### config.mk
export PLATFORM = sky130hd
export DESIGN_NAME = stall_retry_timer
export DESIGN_NICKNAME = d
export VERILOG_FILES = /design/src/rtl/stall_retry_pkg.sv /design/src/rtl/hall_edge_sync.sv /design/src/rtl/tick_window.sv /design/src/rtl/retry_ctrl.sv /design/src/rtl/stall_retry_timer.sv
export SDC_FILE = /design/constraint.sdc
export NUM_CORES = 1
export LEC_CHECK = 0
export CAP_MARGIN = 20
export CORE_ASPECT_RATIO = 1.25
export CORE_MARGIN = 2
export CORE_UTILIZATION = 24
export CTS_CLUSTER_SIZE = 20
export DETAILED_ROUTE_END_ITERATION = 12
export GPL_TIMING_DRIVEN = 0
export SYNTH_ARGS = -nofsm -noshare
export SYNTH_HDL_FRONTEND = slang
export SYNTH_SLANG_ARGS = --single-unit
### constraint.sdc
create_clock -name clk -period 1.6 [get_ports clk]
set_input_delay 0.4 -clock clk [delete_from_list [all_inputs] [get_ports clk]]
set_output_delay 0.4 -clock clk [all_outputs]
set_load 0.02 [all_outputs]
### src/rtl/stall_retry_pkg.sv
package stall_retry_pkg;
  typedef enum logic [1:0] {
    PH_INIT = 2'd0,
    PH_DRIVE = 2'd1,
    PH_REST = 2'd2,
    PH_HALT = 2'd3
  } phase_t;

  localparam int unsigned REST_RATIO = 15;

  function automatic int unsigned max_u(input int unsigned a, input int unsigned b);
    return (a > b) ? a : b;
  endfunction
endpackage

### src/rtl/hall_edge_sync.sv
module hall_edge_sync #(
  parameter int unsigned STAGES = 2
) (
  input  logic clk,
  input  logic rst_n,
  input  logic async_in,
  output logic level_out,
  output logic rise_pulse
);
  logic [STAGES-1:0] chain;
  logic              last_q;

  always_ff @(posedge clk or negedge rst_n) begin
    if (!rst_n) chain[0] <= 1'b0;
    else        chain[0] <= async_in;
  end

  for (genvar g = 1; g < STAGES; g++) begin : g_stage
    always_ff @(posedge clk or negedge rst_n) begin
      if (!rst_n) chain[g] <= 1'b0;
      else        chain[g] <= chain[g-1];
    end
  end

  always_ff @(posedge clk or negedge rst_n) begin
    if (!rst_n) last_q <= 1'b0;
    else        last_q <= chain[STAGES-1];
  end

  assign level_out  = chain[STAGES-1];
  assign rise_pulse = chain[STAGES-1] & ~last_q;
endmodule

### src/rtl/tick_window.sv
module tick_window #(
  parameter int unsigned CNT_W = 8
) (
  input  logic             clk,
  input  logic             rst_n,
  input  logic             clr,
  input  logic             tick,
  input  logic [CNT_W-1:0] span,
  output logic             expire
);
  logic [CNT_W-1:0] cnt_q;

  assign expire = tick & ~clr & (cnt_q == span - CNT_W'(1));

  always_ff @(posedge clk or negedge rst_n) begin
    if (!rst_n)              cnt_q <= '0;
    else if (clr || expire)  cnt_q <= '0;
    else if (tick)           cnt_q <= cnt_q + CNT_W'(1);
  end
endmodule

### src/rtl/retry_ctrl.sv
module retry_ctrl
  import stall_retry_pkg::*;
#(
  parameter int unsigned CNT_W      = 8,
  parameter int unsigned INIT_TICKS = 5,
  parameter int unsigned ON_TICKS   = 8,
  parameter int unsigned OFF_TICKS  = 120
) (
  input  logic             clk,
  input  logic             rst_n,
  input  logic             run_en,
  input  logic             hall_rise,
  input  logic             expire,
  output logic             win_clr,
  output logic [CNT_W-1:0] span,
  output logic             drive_allow,
  output logic             init_active
);
  phase_t ph_q, ph_d;

  always_comb begin
    ph_d = ph_q;
    unique case (ph_q)
      PH_INIT:  if (expire) ph_d = run_en ? PH_DRIVE : PH_HALT;
      PH_DRIVE: if (!run_en) ph_d = PH_HALT;
                else if (expire) ph_d = PH_REST;
      PH_REST:  if (!run_en) ph_d = PH_HALT;
                else if (expire) ph_d = PH_DRIVE;
      PH_HALT:  if (run_en) ph_d = PH_DRIVE;
      default:  ph_d = PH_HALT;
    endcase
  end

  always_ff @(posedge clk or negedge rst_n) begin
    if (!rst_n) ph_q <= PH_INIT;
    else        ph_q <= ph_d;
  end

  always_comb begin
    unique case (ph_q)
      PH_INIT:  span = CNT_W'(INIT_TICKS);
      PH_REST:  span = CNT_W'(OFF_TICKS);
      default:  span = CNT_W'(ON_TICKS);
    endcase
  end

  assign win_clr     = (ph_q == PH_HALT) | ((ph_q == PH_DRIVE) & hall_rise);
  assign drive_allow = (ph_q == PH_DRIVE);
  assign init_active = (ph_q == PH_INIT);
endmodule

### src/rtl/stall_retry_timer.sv
module stall_retry_timer
  import stall_retry_pkg::*;
#(
  parameter int unsigned INIT_TICKS  = 5,
  parameter int unsigned ON_TICKS    = 8,
  parameter int unsigned SYNC_STAGES = 2
) (
  input  logic clk,
  input  logic rst_n,
  input  logic tick,
  input  logic hall_ph1,
  input  logic run_en,
  output logic drive_allow,
  output logic init_reset_active,
  output logic fg
);
  localparam int unsigned OFF_TICKS = REST_RATIO * ON_TICKS;
  localparam int unsigned MAX_SPAN  = max_u(OFF_TICKS, INIT_TICKS);
  localparam int unsigned CNT_W     = $clog2(MAX_SPAN + 1);

  logic             hall_rise;
  logic             win_clr;
  logic             expire;
  logic [CNT_W-1:0] span;

  hall_edge_sync #(.STAGES(SYNC_STAGES)) u_sync (
    .clk       (clk),
    .rst_n     (rst_n),
    .async_in  (hall_ph1),
    .level_out (fg),
    .rise_pulse(hall_rise)
  );

  tick_window #(.CNT_W(CNT_W)) u_win (
    .clk   (clk),
    .rst_n (rst_n),
    .clr   (win_clr),
    .tick  (tick),
    .span  (span),
    .expire(expire)
  );

  retry_ctrl #(
    .CNT_W     (CNT_W),
    .INIT_TICKS(INIT_TICKS),
    .ON_TICKS  (ON_TICKS),
    .OFF_TICKS (OFF_TICKS)
  ) u_ctrl (
    .clk        (clk),
    .rst_n      (rst_n),
    .run_en     (run_en),
    .hall_rise  (hall_rise),
    .expire     (expire),
    .win_clr    (win_clr),
    .span       (span),
    .drive_allow(drive_allow),
    .init_active(init_reset_active)
  );
endmodule

==> metrics <==
row count=21; largest net degree at the start of global routing=13; number of DRC markers in iteration 0=23; worst hold start=u_sync.chain[0]$_DFF_PN0_; main combinational cell family by area after synthesis=simple AND/OR/NAND/NOR gates; TritonCTS buffer count=3; critical-path cell list=buf_6 > nand3b_4 > a2bb2oi_2 > o41ai_4 > nor2_1; final worst clock skew=0.002608 ns; Die ar.=0.003140 mm^2; multi-input logic area=335.3 um^2; grt peak-use layer=met2; RSZ-0062 raised after global routing=no; area grow syn2layout=20.04%; layout cells sized above 1=0.1884; Fmax achieved=0.6743 GHz; Syn Area/Cell=10.82 um^2; vias in the first global route=514; Post-Place Cells=100; sequential fraction of the synthesis area=0.4624; met3 usage=0.02885; grt met1 use=0.1052; crit path max fanout=10; Fill cells=288; worst r2r src=u_ctrl.ph_q[0]$_DFFE_PN0P_; Wirelength per Cell=11.60 um; ANT cells=0; Final Hold Fails=0; Mapped Cells=60; HPWL after detailed placement=847.5 um; static leakage=0.0003278 uW; critical path type=reg -> reg; Max VDD drop=300.7 uV; Tmin final=1.483 ns; fin util=0.2967; pre-CTS setup slack=-0.07571 ns; Syn Std Cell Area=649.4 um^2; Via Count=462; Slowest cell on crit path=o41ai_4; DRC Markers=0; Max Root-Sink Buffers=2; GP Congestion=0.7201; crit end category=flop; Die Ht=62.16 um; clock slew at reported path FFs=0.07 ns; max cap viols=0; Synthesized Nets=66; CTS sink count=12; met2 Use GR=0.1530; WP buf/inv=1; setup violators final=0; status=completed; delay of the slowest critical-path stage=0.43 ns; first-pass GRT wire length=2.221 mm; Final Cycle Share=0.9269; CTS tree=yes; simple-gate share of the synthesized area=0.2197; mux contribution to synthesized area=0.04624; drt total wl=1.195 mm; Cell Pwr Density=724.2 mW/mm^2; adder-cell share of the synthesized area=0.01927; Fin Hold WS=0.3594 ns; Final nets=77; XOR/XNOR Fraction of Synth Area=0.08092; core area=0.002628 mm^2; Netlist cell types=23; total setup buffers inserted after CTS=0; Hold Crit Class=reg -> reg; GRT Overall Usage=0.09606; Detail Route Antenna Nets=0; data arrival time of the critical path=1.62 ns; Tightest Pin Transition=0.5534 ns; Sequential Area=300.3 um^2; Max Transition Viols Final=0; Setup WS post-layout=0.1169 ns; IO Pins=8; detail-routed via count per cell=4.485; Initial Util=0.2471; PortBufs=6; register bit total from synthesis=12; Data required, critical path=1.74 ns; Hold-fix buffers, CTS=0; clk_lat worst skew=0.27 ns; worst relative slew slack=0.6299; Critical path origin=u_ctrl.ph_q[0]$_DFFE_PN0P_; Detailed Routing Iterations Pass 1=2; Synthesis Warnings=0; initial antenna violation count=0; Compound-Gate Fraction of Synth Area=0.1252; Root Driver=clkbuf_4; Cell Count, Final, Fillers Out=103; H-tree Lvls=1; Crit path max-delay family=compound AO/OA/AOI/OAI gates; total gr overflow=0; Setup crit start kind=flop; die width=50.53 um
==> layout make-up <==
| type | count | share of cell area |
|---|---|---|
| Multi-Input combinational cell | 44 | 0.4302 |
| Sequential cell | 12 | 0.3852 |
| Timing Repair Buffer | 6 | 0.06260 |
| Tap cell | 34 | 0.05457 |
| Buffer | 3 | 0.03371 |
| Clock buffer | 3 | 0.02889 |
| Inverter | 1 | 0.004815 |
==> stage by stage <==
stage	instance area [um^2]	TNS (ns)	total power, uW
after floorplan	651.9	0	360.8
after global placement	754.5	-0.06553	385.9
after detailed placement	754.5	-0.07775	389.6
after CTS	772.0	0	573.0
after global routing	779.5	0	604.9
final	779.5	0	564.5
==> final timing paths <==
| path | endpoint | slack [ns] | depth (start not counted) |
|---|---|---|---|
| max in group asynchronous | u_win.cnt_q[3]$_DFFE_PN0P_ | 0.75 | 1 |
| min reg2reg | u_sync.level_out$_DFF_PN0_ | 0.36 | 0 |
| max reg2reg | u_win.cnt_q[2]$_DFFE_PN0P_ | 0.12 | 5 |
| min | u_sync.level_out$_DFF_PN0_ | 0.36 | 0 |
| max | u_win.cnt_q[2]$_DFFE_PN0P_ | 0.12 | 5 |
| min in group asynchronous | u_win.cnt_q[6]$_DFFE_PN0P_ | 0.49 | 1 |
==> worst reg2reg max path: stages, from the launching register on <==
cell       delay, ns
dfrtp_1         0.38
buf_6           0.14
nand3b_4        0.15
a2bb2oi_2       0.17
o41ai_4         0.43
nor2_1          0.10
==> state kept, by name, indices dropped and copies added, names as in the netlist <==
register,flops
u_win.cnt_q,7
u_sync.level_out,1
u_sync.last_q,1
u_ctrl.ph_q,2
u_sync.chain,1
==> synth_stat cells <==
| master | number | area [um^2] |
|---|---|---|
| nand2_1 | 4 | 15.01 |
| inv_1 | 1 | 3.750 |
| nor3_1 | 2 | 10.01 |
| nand2b_1 | 1 | 6.260 |
| clkbuf_1 | 1 | 3.750 |
| a21oi_1 | 2 | 10.01 |
| dfrtp_1 | 12 | 300.3 |
| o211a_1 | 1 | 10.01 |
| nor2b_1 | 2 | 12.51 |
| o41ai_4 | 1 | 27.53 |
| xnor2_1 | 2 | 17.52 |
| mux2i_1 | 3 | 30.03 |
| xor2_1 | 4 | 35.03 |
| nand4_1 | 3 | 18.77 |
| nor2_1 | 11 | 41.29 |
| nand3b_4 | 1 | 20.02 |
| nor4_2 | 1 | 12.51 |
| ha_1 | 1 | 12.51 |
| a21oi_2 | 1 | 8.760 |
| a2bb2oi_2 | 1 | 15.01 |
| o21ai_0 | 2 | 10.01 |
| buf_6 | 2 | 22.52 |
| and3_1 | 1 | 6.260 |
==> power by group <==
part | total [uW] | leakage [uW] | internal, uW | switching [uW]
clock network | 184 | 0.0000138 | 86.9 | 97.1
logic | 59.8 | 0.000162 | 25.3 | 34.5
registers | 321 | 0.000152 | 312 | 9.10
total | 565 | 0.000328 | 424 | 141
==> kinds of logic after synthesis <==
| logic type | count (synthesis) |
|---|---|
| buffers and inverters | 4 |
| adders and majority gates | 1 |
| AOI/OAI and AO/OA | 8 |
| xor gates and xnor gates | 6 |
| and+or+nand+nor | 26 |
| DFF | 12 |
| muxes | 3 |
==> what timing repair did <==
action,in CTS,in global routing
resized for setup,8,3
endpoints found under the setup margin,3,10
pin swaps,0,1
==> cells in the final DEF (no fill, tap or decap), types with 3 or more instances in the layout <==
| master | instances |
|---|---|
| clkbuf_4 | 3 |
| nand2_1 | 4 |
| dfrtp_1 | 12 |
| nand4_1 | 3 |
| clkdlybuf4s50_1 | 3 |
| nor2_1 | 10 |
| mux2i_1 | 3 |
| xor2_1 | 4 |
==> per-layer routing <==
layer	routed length, um	vias to the layer above
met2	653	4
met1	492	229
met5	0	-
li1	-	227
met3	21	2
met4	27	0
(Power assumes the default switching activity.)
